`src/rtl/sync_fifo_stall.sv`:
```
module sync_fifo_stall #(
  parameter int WIDTH         = 8,
  parameter int DEPTH         = 16,
  parameter int RD_STALL_MODE = 2,
  parameter int WR_STALL_MODE = 1,
  localparam int AW = (DEPTH > 1) ? $clog2(DEPTH) : 1,
  localparam int CW = $clog2(DEPTH + 1)
) (
  input  logic             clk,
  input  logic             rst_n,
  input  logic             wr_en,
  input  logic [WIDTH-1:0] wr_data,
  input  logic             wr_stall,
  input  logic             rd_en,
  input  logic             rd_stall,
  output logic [WIDTH-1:0] rd_data,
  output logic             overflow,
  output logic             underflow,
  output logic [CW-1:0]    used_words,
  output logic [CW-1:0]    free_words,
  output logic             full,
  output logic             empty
);

  localparam logic [AW-1:0] LAST = AW'(DEPTH - 1);
  localparam logic [1:0]    WMODE = WR_STALL_MODE[1:0];
  localparam logic [1:0]    RMODE = RD_STALL_MODE[1:0];

  logic [WIDTH-1:0] mem [DEPTH];
  logic [AW-1:0]    wr_ptr, rd_ptr;
  logic [CW-1:0]    used_q;
  logic             stall_q;
  logic             wr_block, rd_freeze, rd_hold;
  logic             wr_go, rd_go, rd_port;

  assign full       = (used_q == CW'(DEPTH));
  assign empty      = (used_q == '0);
  assign used_words = used_q;
  assign free_words = CW'(DEPTH) - used_q;

  assign wr_block  = ((WMODE == 2'd1) & wr_stall) | ((WMODE == 2'd2) & stall_q);
  assign rd_freeze = (RMODE != 2'd0) & rd_stall;
  assign rd_hold   = (RMODE == 2'd2) & rd_stall;

  assign wr_go   = wr_en & ~full & ~wr_block;
  assign rd_go   = rd_en & ~empty & ~rd_freeze;
  assign rd_port = rd_en & ~empty & ~rd_hold;

  always_ff @(posedge clk) begin
    if (wr_go) mem[wr_ptr] <= wr_data;
  end

  always_ff @(posedge clk) begin
    if (!rst_n) begin
      wr_ptr    <= '0;
      rd_ptr    <= '0;
      used_q    <= '0;
      stall_q   <= 1'b0;
      overflow  <= 1'b0;
      underflow <= 1'b0;
      rd_data   <= '0;
    end else begin
      stall_q   <= wr_stall;
      overflow  <= wr_en & full & ~wr_block;
      underflow <= rd_en & empty & ~rd_freeze;
      if (rd_port) rd_data <= mem[rd_ptr];
      if (wr_go) wr_ptr <= (wr_ptr == LAST) ? '0 : wr_ptr + AW'(1);
      if (rd_go) rd_ptr <= (rd_ptr == LAST) ? '0 : rd_ptr + AW'(1);
      case ({wr_go, rd_go})
        2'b10:   used_q <= used_q + CW'(1);
        2'b01:   used_q <= used_q - CW'(1);
        default: used_q <= used_q;
      endcase
    end
  end

  p_ovf_cause_r3: assert property (@(posedge clk) disable iff (!rst_n)
    overflow |-> $past(full && wr_en));
  p_full_keeps_r3: assert property (@(posedge clk) disable iff (!rst_n)
    (full && !rd_en) |=> (full && $stable(wr_ptr)));
  p_unf_cause_r4: assert property (@(posedge clk) disable iff (!rst_n)
    underflow |-> $past(empty && rd_en));
  p_count_up_r5: assert property (@(posedge clk) disable iff (!rst_n)
    (wr_go && !rd_go) |=> (used_q == $past(used_q) + CW'(1)));
  p_both_flat_r7: assert property (@(posedge clk) disable iff (!rst_n)
    (wr_go && rd_go) |=> $stable(used_q));

  generate
    if (RD_STALL_MODE == 2) begin : g_rd_hold_chk
      p_rd_hold_r10: assert property (@(posedge clk) disable iff (!rst_n)
        rd_stall |=> ($stable(rd_data) && $stable(rd_ptr)));
    end else if (RD_STALL_MODE == 1) begin : g_rd_frz_chk
      p_rd_frz_r9: assert property (@(posedge clk) disable iff (!rst_n)
        rd_stall |=> ($stable(rd_ptr) && !underflow));
    end
    if (WR_STALL_MODE == 1) begin : g_wr_now_chk
      p_wr_now_r11: assert property (@(posedge clk) disable iff (!rst_n)
        (wr_stall && !rd_en) |=> $stable(used_q));
    end else if (WR_STALL_MODE == 2) begin : g_wr_next_chk
      p_wr_next_r12: assert property (@(posedge clk) disable iff (!rst_n)
        wr_stall ##1 !rd_en |=> $stable(used_q));
    end
  endgenerate

endmodule

```
`config.mk`:
```
export PLATFORM = sky130hd
export DESIGN_NAME = sync_fifo_stall
export DESIGN_NICKNAME = d
export VERILOG_FILES = /design/src/rtl/sync_fifo_stall.sv
export SDC_FILE = /design/constraint.sdc
export NUM_CORES = 1
export LEC_CHECK = 0
export BUFFER_PORTS_ARGS = -buffer_cell sky130_fd_sc_hd__clkbuf_2
export CAP_MARGIN = 10
export CORE_MARGIN = 1
export CORE_UTILIZATION = 40
export DETAILED_ROUTE_END_ITERATION = 10
export PLACE_DENSITY = 0.62
export SETUP_SLACK_MARGIN = 0.1
export SLEW_MARGIN = 20
export SYNTH_ARGS = -nofsm -noshare
export SYNTH_HDL_FRONTEND = slang
export SYNTH_SLANG_ARGS = --single-unit
```
`constraint.sdc`:
```
create_clock -name clk -period 3.51 [get_ports clk]
set_input_delay 0.5265 -clock clk [delete_from_list [all_inputs] [get_ports clk]]
set_output_delay 0.5265 -clock clk [all_outputs]
set_load 0.01 [all_outputs]
```
; ---- Word level (Yosys, flattened, before mapping)
; Memories as Yosys holds them, arrays and structs flattened. A register that Yosys moved wholly into a read port is not among the register bits.
; Cells that the tools add are included.
[op_classes]
add_sub_neg = 5
n_mul = 0
n_div = 0
magnitude_cmp = 0
eq_ne = 5
n_shift = 0
mux = 5
n_bitwise = 12
reduce_logical = 3
[ops]
columns = cell, n
row1 = $pmux W5 S2, 1
row2 = $add A4 B1 Y4 const B, 2
row3 = $and A1 B1 Y1, 8
row4 = $eq A4 B4 Y1 const B, 2
row5 = $mux W4, 2
row6 = $add A5 B1 Y5 const B, 1
row7 = $eq A5 B5 Y1 const B, 1
row8 = $logic_not A5 Y1, 1
row9 = $sub A5 B1 Y5 const B, 1
row10 = $sub A5 B5 Y5 const A, 1
row11 = $not A1 Y1, 4
row12 = $eq A2 B1 Y1 const B, 1
row13 = $eq A2 B2 Y1 const B, 1
row14 = $mux W1, 2
row15 = $reduce_bool A2 Y1, 1
row16 = $logic_not A1 Y1, 1
[word_totals]
ff_bits = 15
latch_bits = 0
ram_bits = 128
mem_bits_ro = 0
output_inout_bits = 22
elab_cells = 36
n_memories = 1
[mem_list]
columns = name, depth, width, read_ports, rd_ports_with_merged_regs, write_ports, line
row1 = mem, 16, 8, 1, 1, 1, 29  ; logic [WIDTH-1:0] mem [DEPTH];

; ---- Longest topological paths before layout
; Gate-level depths: netlist of run 1.
[depth]
ltp_word = 6
depth_mapped = 14
mapped_depth_nobuf = 13

; ---- Least setup slack after synthesis of run 1
; Ideal clock, no wire load.
[synth_timing]
path_kind = reg2reg
startpoint = register used_q[2] (netlist: used_words[2])
endpoint = register used_q[2] (netlist: used_words[2])
setup_time_ns = 0.071
arrival_ns = 2.968
path_slack_ns = 0.471
path_stages_with_launch = 15
path_buffers = 2
period_less_slack_ns = 3.039
path_cell_list = dfxtp_1 > clkbuf_1 > nor2_1 > and2_1 > ha_1 > nor3b_4 > inv_1 > ha_1 > buf_2 > xor2_1 > ha_1 > a21oi_1 > xor2_1 > or3_1 > a21oi_1
[synth_via]
elab_chain_len = 6
word_cells_on_any_way = 14
[synth_lines]
columns = element, line
row1 = start: declaration, 31  ; logic [CW-1:0] used_q;
row2 = start signal: assignment, 70  ; 2'b10: used_q <= used_q + CW'(1);
row3 = start signal: assignment, 71  ; 2'b01: used_q <= used_q - CW'(1);
row4 = start signal: assignment, 72  ; default: used_q <= used_q;
row5 = $eq A5 B5 Y1 (*), 36  ; assign full = (used_q == CW'(DEPTH));
row6 = net full, 21  ; output logic full,
row7 = $not A1 Y1 (*), 45  ; assign wr_go = wr_en & ~full & ~wr_block;
row8 = $and A1 B1 Y1 (*) (2 in a row), 45
row9 = $eq A2 B1 Y1 or $eq A2 B2 Y1 (tied branches), 69  ; case ({wr_go, rd_go})
row10 = $pmux W5 S2 or $reduce_bool A2 Y1 (tied branches), -
; The timed path passes the listed nets; every way through them passes the cells marked *.
; A chain may end at the register's enable or synchronous reset.

; ---- Final worst setup path of run 1
[layout_timing]
startpoint = register used_q[0] (netlist: used_words[0])
endpoint = register used_q[4] (netlist: used_words[4])
[layout_via]
elab_chain_len = 6
word_cells_on_any_way = 14
[layout_lines]
columns = element, line
row1 = $logic_not A5 Y1 (*), 37  ; assign empty = (used_q == '0);
row2 = $not A1 Y1 (*), 46  ; assign rd_go = rd_en & ~empty & ~rd_freeze;
row3 = $and A1 B1 Y1 (*) (2 in a row), 46
row4 = net rd_go, 34  ; logic wr_go, rd_go, rd_port;
row5 = $eq A2 B1 Y1 or $eq A2 B2 Y1 (tied branches), 69
row6 = $pmux W5 S2 or $reduce_bool A2 Y1 (tied branches), -
; Marks and branches as above.

==> run metrics, run 1 <==
slowest CP cell or3b_4; largest cells by area after synthesis edfxtp_1 (62%), mux4_1 (11%), dfxtp_1 (7.4%); Period Utilization, post-route between 80% and 90%; Logic pwr share a little under 6%; storage element area 4310 um^2; worst vdd ir approximately 360 uV; GRT Overall Usage between 10% and 20%; CTS Hold Bufs 0; sw frac between 20% and 30%; relative slew slack about 29%; 1st-pass router iterations 4; vias in the first global route ~3300; area of the multi-input gates about 1700 um^2; ys flop type edfxtp_1; Std-Cell Rows 45; # IOs 36; status completed; DRC violations left 0; Area Growth Syn to Fin 15.8%; Post-synth ARST share 0%; Buf/Inv on CP 2; initial core utilization roughly two fifths; Placed Area between 6000 and 7000 um^2; Post-synth EDFFs around 130; Worst-Skew Late Latency between 400 and 500 ps; Post-DP HPWL between 7000 and 8000 um; CTS tree built; antenna violations before repair 0; first-pass GRT wire length about 19000 um; Leak ~2.4 nW; largest area contributor in the netlist edfxtp_1; Mean Syn Cell Area approximately 18 um^2; Worst-Margin Slew 1070 ps; RSZ-0062 raised after global routing false; largest net degree at the start of global routing 27; worst hold path type in2reg; Synth Net Count approximately 370; 1st-iter DRT viols approximately 210; postcts setup bufs 0; post-synthesis cell area between 6000 and 7000 um^2; aggregate global routing overflow 0; Mapped Cells roughly 350; internal power 3.01 mW; Peak Freq 321 MHz; Root Driver clkbuf_16; Worst EP required about 3900 ps; Seq pwr share roughly half; fraction of layout cells with a size suffix above 1 22.7%; CP endpoint kind flip-flop; Finished Cell Area approximately 7200 um^2; clk slew on worst S/H paths ~70 ps; Chip Width 127 um; Setup WS post-layout roughly 390 ps; CP max FO 13; via count ~3200; Total Die Area 16000 um^2; WP data arrival 3460 ps; Max-Cap Viols 0; final slew viol count 0; Largest stage delay, worst path around 470 ps; drt wl/cell 20.4 um; synth cell count leaders edfxtp_1 (128), mux4_1 (26), dfxtp_1 (23), nor2_1 (23), mux2i_1 (19); Core ar. approximately 15000 um^2; Final ANT Viol Nets 0; Final setup viols 0; sequential fraction of the synthesis area about 69%; Die Y ~130 um; top cell type's share of synthesized area between 60% and 70%; post-synth cell types 36; total negative slack 0 ps; DRT Wirelength ~12000 um; filler cell count 1284; Sink Count around 150; port buffer count 35; CP dominant cell by count ha_1; WHS between 400 and 500 ps; most frequent cell after synthesis edfxtp_1; placed instance count 565; DP Worst Slack about 430 ps; CP top delay family adder cells; Clock Power Share 44.1%; Placer Congestion between 0.7 and 0.8; sw power 976 uW; Max H-tree Level 4; worst path cell trace inv_1 -> ha_1 -> and2_1 -> ha_1 -> or3b_4 -> inv_2 -> ha_1 -> xor2_1 -> ha_1 -> a21oi_1 -> a32oi_1 -> a31oi_1 -> mux2i_1; cts bufs inserted 17; Fin. Hold Viols 0; Final min period 3120 ps; Clock Skew 11.2 ps; Clock Tree Buf Depth 2; Reg2Reg Setup Slack between 300 and 400 ps; flops & latches, synth around 150; n_diodes 0; non-filler cells, final approximately 600; post-CTS sizing 0; vias per cell around 5.4; CP Class reg2reg; nets@finish 421; YS warnings 0; PwrDens around 550 nW/um^2; Worst Setup Start Kind flip-flop
layout make-up:
| cell class | instances | share of cell area [%] |
|---|---|---|
| Clock inverter | 15 | 2.09 |
| Multi-Input combinational cell | 166 | 24.3 |
| Tap cell | 188 | 3.27 |
| Inverter | 9 | 0.470 |
| Sequential cell | 151 | 59.9 |
| Clock buffer | 17 | 5.92 |
| Timing Repair Buffer | 51 | 4.11 |
per-stage QoR:
step           util (%)  power (mW)
2_1_floorplan         -        2.17
4_1_cts            47.3        4.01
6_report           47.3        3.99
3_3_place_gp       43.5        2.26
5_1_grt            47.3        4.10
3_5_place_dp       43.5        2.27
power groups by stage:
stage	Sequential, mW	Clock, mW	Combinational, mW
2_1_floorplan	2.02	0	0.148
3_3_place_gp	2.03	0	0.230
3_5_place_dp	2.04	0	0.235
4_1_cts	2.00	1.78	0.237
5_1_grt	2.00	1.84	0.258
6_report	2.00	1.76	0.234
per-layer routing:
layer	GRT usage, %	part of all wire, %	vias to the layer above	routed length (um)
met1	20.8	46	1658	5560
met5	0	0	-	0
met4	4.89	0.86	0	105
met2	26.8	49	77	5940
li1	-	-	1497	-
met3	4.22	4.7	10	568
flip-flops by register name, indices dropped and copies added, names as in the netlist:
name        flops
mem           128
overflow        1
rd_data         8
rd_ptr          4
underflow       1
used_words      5
wr_ptr          4
cells in the final DEF (no fill, tap or decap), types with 3 or more instances in the layout:
cell type,n
clkbuf_16,17
xor2_1,6
inv_1,8
nand3_1,9
edfxtp_1,128
clkbuf_2,35
ha_1,11
a21oi_1,12
mux4_1,26
o221ai_1,8
o21ai_0,4
nand2_1,15
or3_1,3
mux4_2,6
nor3_1,5
dfxtp_1,22
mux2i_1,19
inv_8,4
nand2b_1,3
nor2_1,23
inv_6,6
buf_4,16
final timing paths:
path                               from                    endpoint  depth (start not counted)
min reg2reg  used_words[4]$_SDFFE_PN0P_  used_words[4]$_SDFFE_PN0P_                          2
min                               wr_en         overflow$_SDFF_PN0_                          2
max          used_words[0]$_SDFFE_PN0P_  used_words[4]$_SDFFE_PN0P_                         13
max reg2reg  used_words[0]$_SDFFE_PN0P_  used_words[4]$_SDFFE_PN0P_                         13
cells by family after synthesis:
kind of cell	after synthesis	synth area share [%]
fa+ha+maj	11	2.22
xor+xnor	8	1.13
flops	151	69.3
mux	51	16.2
buf+inv	29	2.58
simple gates	67	5.50
compound gates	29	3.04
(Power assumes the default switching activity.)
==> inputs of run 2 (changes only) <==
Settings changed: ABC_AREA from default to 1.
==> run metrics, run 2 <==
status completed; max reg flops about 130; Biggest register mem; aggregate global routing overflow 0; nets@finish approximately 740; YS warnings 0; sequential fraction of the synthesis area approximately 64%; Post-synth ARST share 0%; Post-DP HPWL roughly 9600 um; CP Class reg2reg; slowest CP cell dfxtp_1; largest area contributor in the netlist edfxtp_1; total negative slack 0 ps; sw frac ~26%; CP max FO 9; Worst-Skew Late Latency approximately 420 ps; Post-synth EDFFs 128; Reg2Reg Setup Slack between 800 and 900 ps; end point of the critical path used_words[4]$_SDFFE_PN0P_; Fin. Hold Viols 0; clk slew on worst S/H paths 60 ps; port buffer count 35; largest net degree at the start of global routing 70; PwrDens between 500 and 600 nW/um^2; Worst-Margin Slew roughly 730 ps; top cell type's share of synthesized area 57.1%; RR Startpoint used_words[0]$_SDFFE_PN0P_; worst path cell trace inv_1 -> ha_1 -> nand2_1 -> nor2_1 -> ha_1 -> inv_1 -> nand2_1 -> ha_1 -> xor2_1 -> ha_1 -> inv_1 -> nand2_1 -> nand3_1 -> nand2_1 -> nand2_1 -> nand2_1 -> nand2_1 -> a21oi_1; most frequent cell after synthesis nand2_1; placed instance count 911; Period Utilization, post-route approximately three quarters; fraction of layout cells with a size suffix above 1 9.68%; CP dominant cell by count nand2_1; R2R depth 18; CP Depth 18; Total Die Area 17300 um^2; final slew viol count 0; n_diodes 0; Max-Cap Viols 0; Area Growth Syn to Fin 12.4%; Peak Freq ~370 MHz; Seq pwr share 46.8%; Worst EP required slightly below 4000 ps; Leak roughly 3.2 nW; CP top delay family adder cells; post-CTS sizing 0; drt wl/cell 15.8 um; Max H-tree Level 4; relative slew slack 51.0%; postcts setup bufs 0; synth cell count leaders nand2_1 (203), edfxtp_1 (128), inv_1 (103), nand3_1 (96), nor2_1 (37); post-synthesis cell area just under 7000 um^2; Root Driver clkbuf_16; cts bufs inserted 17; internal power between 3 and 4 mW; 1st-iter DRT viols around 340; Logic pwr share between 10 and 15%; commonest non-fill, non-tap cell in the layout nand2_1; Worst Setup Start Kind flip-flop; # IOs 36; via count ~4700; initial core utilization approximately two fifths; Mapped Cells around 680; GRT Overall Usage a little under a fifth; vias per cell a little under 5; worst hold path type in2reg; CP endpoint kind flip-flop; Clock Skew 6.91 ps; Final ANT Viol Nets 0; flops & latches, synth approximately 150; Mean Syn Cell Area just under 10 um^2; most frequent cells in the layout nand2_1 (203), edfxtp_1 (128), inv_1 (103); Clock Tree Buf Depth 2; Final setup viols 0; largest cells by area after synthesis edfxtp_1 (57%), nand2_1 (11%), nand3_1 (7.1%); Chip Width 132 um; Clock Power Share between 40% and 50%; antenna violations before repair 0; worst vdd ir between 300 and 400 uV; sw power about 1.1 mW; ys flop type edfxtp_1; DRT Wirelength approximately 15000 um; reg2reg end used_words[4]$_SDFFE_PN0P_; Die Y between 100 and 150 um; Buf/Inv on CP 3; Design Power 4.29 mW; Finished Cell Area between 7000 and 8000 um^2; Crit. Startpoint used_words[0]$_SDFFE_PN0P_; Std-Cell Rows 47; first-pass GRT wire length ~23000 um; vias in the first global route approximately 4400; Synth Net Count around 700; CTS Hold Bufs 0; Largest stage delay, worst path around 350 ps; DRC violations left 0; Sink Count between 150 and 200; Final min period roughly 2700 ps; post-synth cell types 28; CTS tree built; 1st-pass router iterations 6; RSZ-0062 raised after global routing false; Hold Path Stages 2; share of the core filled with cells a little under half; Core ar. 16500 um^2; non-filler cells, final around 940; WP data arrival roughly 3100 ps; Placer Congestion approximately 0.89; Placed Area between 7000 and 8000 um^2
[run 2: changes by cell type in the layout (fill, tap and decap cells not counted), sizes merged, moves of 6 or more]
cell	delta
inv	+87
mux4	-32
o21a	+8
nand3	+87
nor2	+14
mux2i	-19
nand2	+188
o21ai	+13
buf	-12
o221ai	-8
clkinv	+6
[run 2: stage by stage]
| step | worst slack (ps) | hold WS (ps) |
|---|---|---|
| final | 813 | 287 |
| after global routing | 536 | 281 |
| after CTS | 777 | 266 |
| after detailed placement | 808 | 528 |
| after global placement | 892 | 506 |
| after floorplan | 786 | 477 |
[run 2: how the worst min path moves through the flow]
| stage | end | start | slack [ps] |
|---|---|---|---|
| CTS | overflow$_SDFF_PN0_ | wr_stall | 270 |
| global placement | wr_ptr[2]$_SDFFE_PN0P_ | wr_ptr[2]$_SDFFE_PN0P_ | 510 |
| floorplan | wr_ptr[2]$_SDFFE_PN0P_ | wr_ptr[2]$_SDFFE_PN0P_ | 480 |
| detailed placement | wr_ptr[2]$_SDFFE_PN0P_ | wr_ptr[2]$_SDFFE_PN0P_ | 530 |
| global route | overflow$_SDFF_PN0_ | wr_stall | 280 |
| finish | overflow$_SDFF_PN0_ | wr_stall | 290 |
[run 2: cells by family after synthesis]
family                   Yosys count  synth area share (%)
buffers and inverters            138                  9.04
XOR/XNOR                           6                 0.781
flip-flops                       151                  64.0
adder cells (fa/ha/maj)           11                  2.05
AND/OR/NAND/NOR                  340                  20.9
AO/OA/AOI/OAI                     38                  3.24
[run 2: area by class of cell]
cell class	instances	area [um^2]
Clock inverter	14	134
Clock buffer	18	429
Fill cell	1522	8960
Multi-Input combinational cell	395	1820
Tap cell	220	275
Timing Repair Buffer	39	205
Sequential cell	151	4310
Inverter	106	400
[run 2: per-layer routing]
layer  wire length [um]  GRT usage [%]
met5                  0              0
met4                160           6.33
met3                878           4.59
met2               6880           27.9
met1               6980           25.0
[run 2: power by group through the flow]
| stage | combinational [mW] | sequential, mW | clock (mW) |
|---|---|---|---|
| 4_1_cts | 0.553 | 2.01 | 1.75 |
| 3_5_place_dp | 0.551 | 2.05 | 0 |
| 5_1_grt | 0.616 | 2.01 | 1.84 |
| 6_report | 0.552 | 2.01 | 1.73 |
| 2_1_floorplan | 0.383 | 2.05 | 0 |
| 3_3_place_gp | 0.545 | 2.05 | 0 |
==> inputs of run 3 (changes only) <==
Settings changed: ABC_AREA 1 to 0, PLACE_DENSITY 0.62 to 0.64.
Clock period 3.51 ns to 2.4 ns, I/O delays scaled along.
==> run metrics, run 3 (synthesis results as in run 1) <==
status finished with violations; failing checks setup timing; Area Growth Syn to Fin 21.7%; Finished Cell Area 7560 um^2; PwrDens between 700 and 800 nW/um^2; Leak between 2 and 3 nW; Clock Tree Buf Depth 2; # IOs 36; Setup WS post-layout -169 ps; Period Utilization, post-route 107%; Final min period 2570 ps; vias per cell 5.37; Post-DP HPWL around 8100 um; aggregate global routing overflow 0; DRC violations left 0; Worst Setup Start Kind flip-flop; Core ar. approximately 15000 um^2; most frequent cells in the layout edfxtp_1 (128), buf_4 (44), clkbuf_2 (35); final slew viol count 0; filler cell count ~1300; max reg flops 128; Placed Area about 7000 um^2; Chip Width approximately 130 um; cts bufs inserted 17; fraction of layout cells with a size suffix above 1 32.2%; port buffer count 35; Hold EP underflow$_SDFF_PN0_; GRT Overall Usage between 10% and 20%; CTS tree built; initial core utilization roughly two fifths; via count between 3000 and 4000; RSZ-0062 raised after global routing true; commonest non-fill, non-tap cell in the layout edfxtp_1; Design Power between 6 and 7 mW; Worst EP required between 2000 and 3000 ps; Final ANT Viol Nets 0; DRT Wirelength 12400 um; Std-Cell Rows between 40 and 50; 1st-pass router iterations 7; CP max FO 3; clk slew on worst S/H paths about 60 ps; relative slew slack between 60% and 70%; hold wc startpoint rd_en; Sink Count between 150 and 200; Total Die Area 16000 um^2; Max-Cap Viols 0; antenna violations before repair 0; R2R depth 13; nets@finish 450; Hold Path Stages 2; Placer Congestion 0.797; CTS Hold Bufs 0; Die Y roughly 130 um; Final setup viols 2; CP Class reg2reg; drt wl/cell 19.9 um; Root Driver clkbuf_16; Worst-Skew Late Latency 420 ps; share of the core filled with cells between 40% and 50%; reg2reg end used_words[2]$_SDFFE_PN0P_; largest net degree at the start of global routing 37; 1st-iter DRT viols about 220; Reg2Reg Setup Slack -170 ps; first-pass GRT wire length just under 20000 um; Clock Skew 6.81 ps; Biggest register mem; CP endpoint kind flip-flop; Fin. Hold Viols 0; Peak Freq about 390 MHz; Max H-tree Level 4; WP data arrival 2910 ps; RR Startpoint used_words[1]$_SDFFE_PN0P_; Worst-Margin Slew 470 ps; n_diodes 0; vias in the first global route 3328; worst vdd ir 500 uV; worst hold path type in2reg
## run 3: changes by cell type in the layout (fill, tap and decap cells not counted), moves of 19 or more
cell / before / now
buf_4: 4 / 44
inv_1: 103 / 5
mux2i_1: 0 / 19
mux4_1: 0 / 26
nand2_1: 203 / 14
nand3_1: 96 / 9
## run 3: repair_timing
action	in CTS	in global routing
buffers inserted	1	1
gates resized for setup	3	2
pin swaps	4	4
endpoints found under the setup margin	11	20
## run 3: worst max-delay path, stage by stage (launching register included)
cell and delay [ps]:
dfxtp_4 350, inv_4 40, ha_4 150, and2_4 150, ha_4 150, or3b_4 410, inv_4 80, ha_4 130
xor2_1 140, ha_2 200, a21oi_2 50, xor2_1 160, or3_1 320, a21oi_2 150
## run 3: worst max-delay path by stage
stage                                           from                    endpoint  slack [ps]
after CTS                 used_words[1]$_SDFFE_PN0P_  used_words[2]$_SDFFE_PN0P_        -170
after global routing      used_words[1]$_SDFFE_PN0P_  used_words[2]$_SDFFE_PN0P_        -290
after global placement    used_words[1]$_SDFFE_PN0P_  used_words[4]$_SDFFE_PN0P_         -60
after floorplan           used_words[1]$_SDFFE_PN0P_  used_words[2]$_SDFFE_PN0P_        -250
after detailed placement  used_words[1]$_SDFFE_PN0P_  used_words[2]$_SDFFE_PN0P_        -150
final                     used_words[1]$_SDFFE_PN0P_  used_words[2]$_SDFFE_PN0P_        -170
## run 3: layout make-up
class                      instances  area [um^2]  share of cell area, %
clock inverter                    15          168                   2.22
inverter                           9         38.8                  0.513
sequential                       151         4310                   57.1
multi-input combinational        166         1850                   24.5
clock buffer                      17          425                   5.63
tap                              188          235                   3.11
timing repair buffer              80          526                   6.95
## run 3: report_power, final
| group | total (mW) | switching (mW) | leakage, nW | internal (mW) |
|---|---|---|---|---|
| registers | 2.89 | 0.0170 | 1.34 | 2.88 |
| clock network | 2.65 | 1.09 | 0.291 | 1.56 |
| logic | 0.478 | 0.258 | 0.975 | 0.219 |
## run 3: through the flow
step	worst slack, ps	cells	hold WS [ps]	TNS [ps]
after floorplan	-248	346	459	-485
after detailed placement	-151	592	489	-255
final	-169	626	224	-268
after CTS	-166	625	214	-271
after global placement	-60.5	592	487	-117
after global routing	-289	626	242	-619
## run 3: routing by layer
metal  vias up  track usage [%]  part of all wire [%]
met5         -                0                     0
met4         0             6.52                   1.1
met3        11             4.01                   4.8
met2        92             26.6                    49
met1      1697             22.6                    45
li1       1560                -                     -
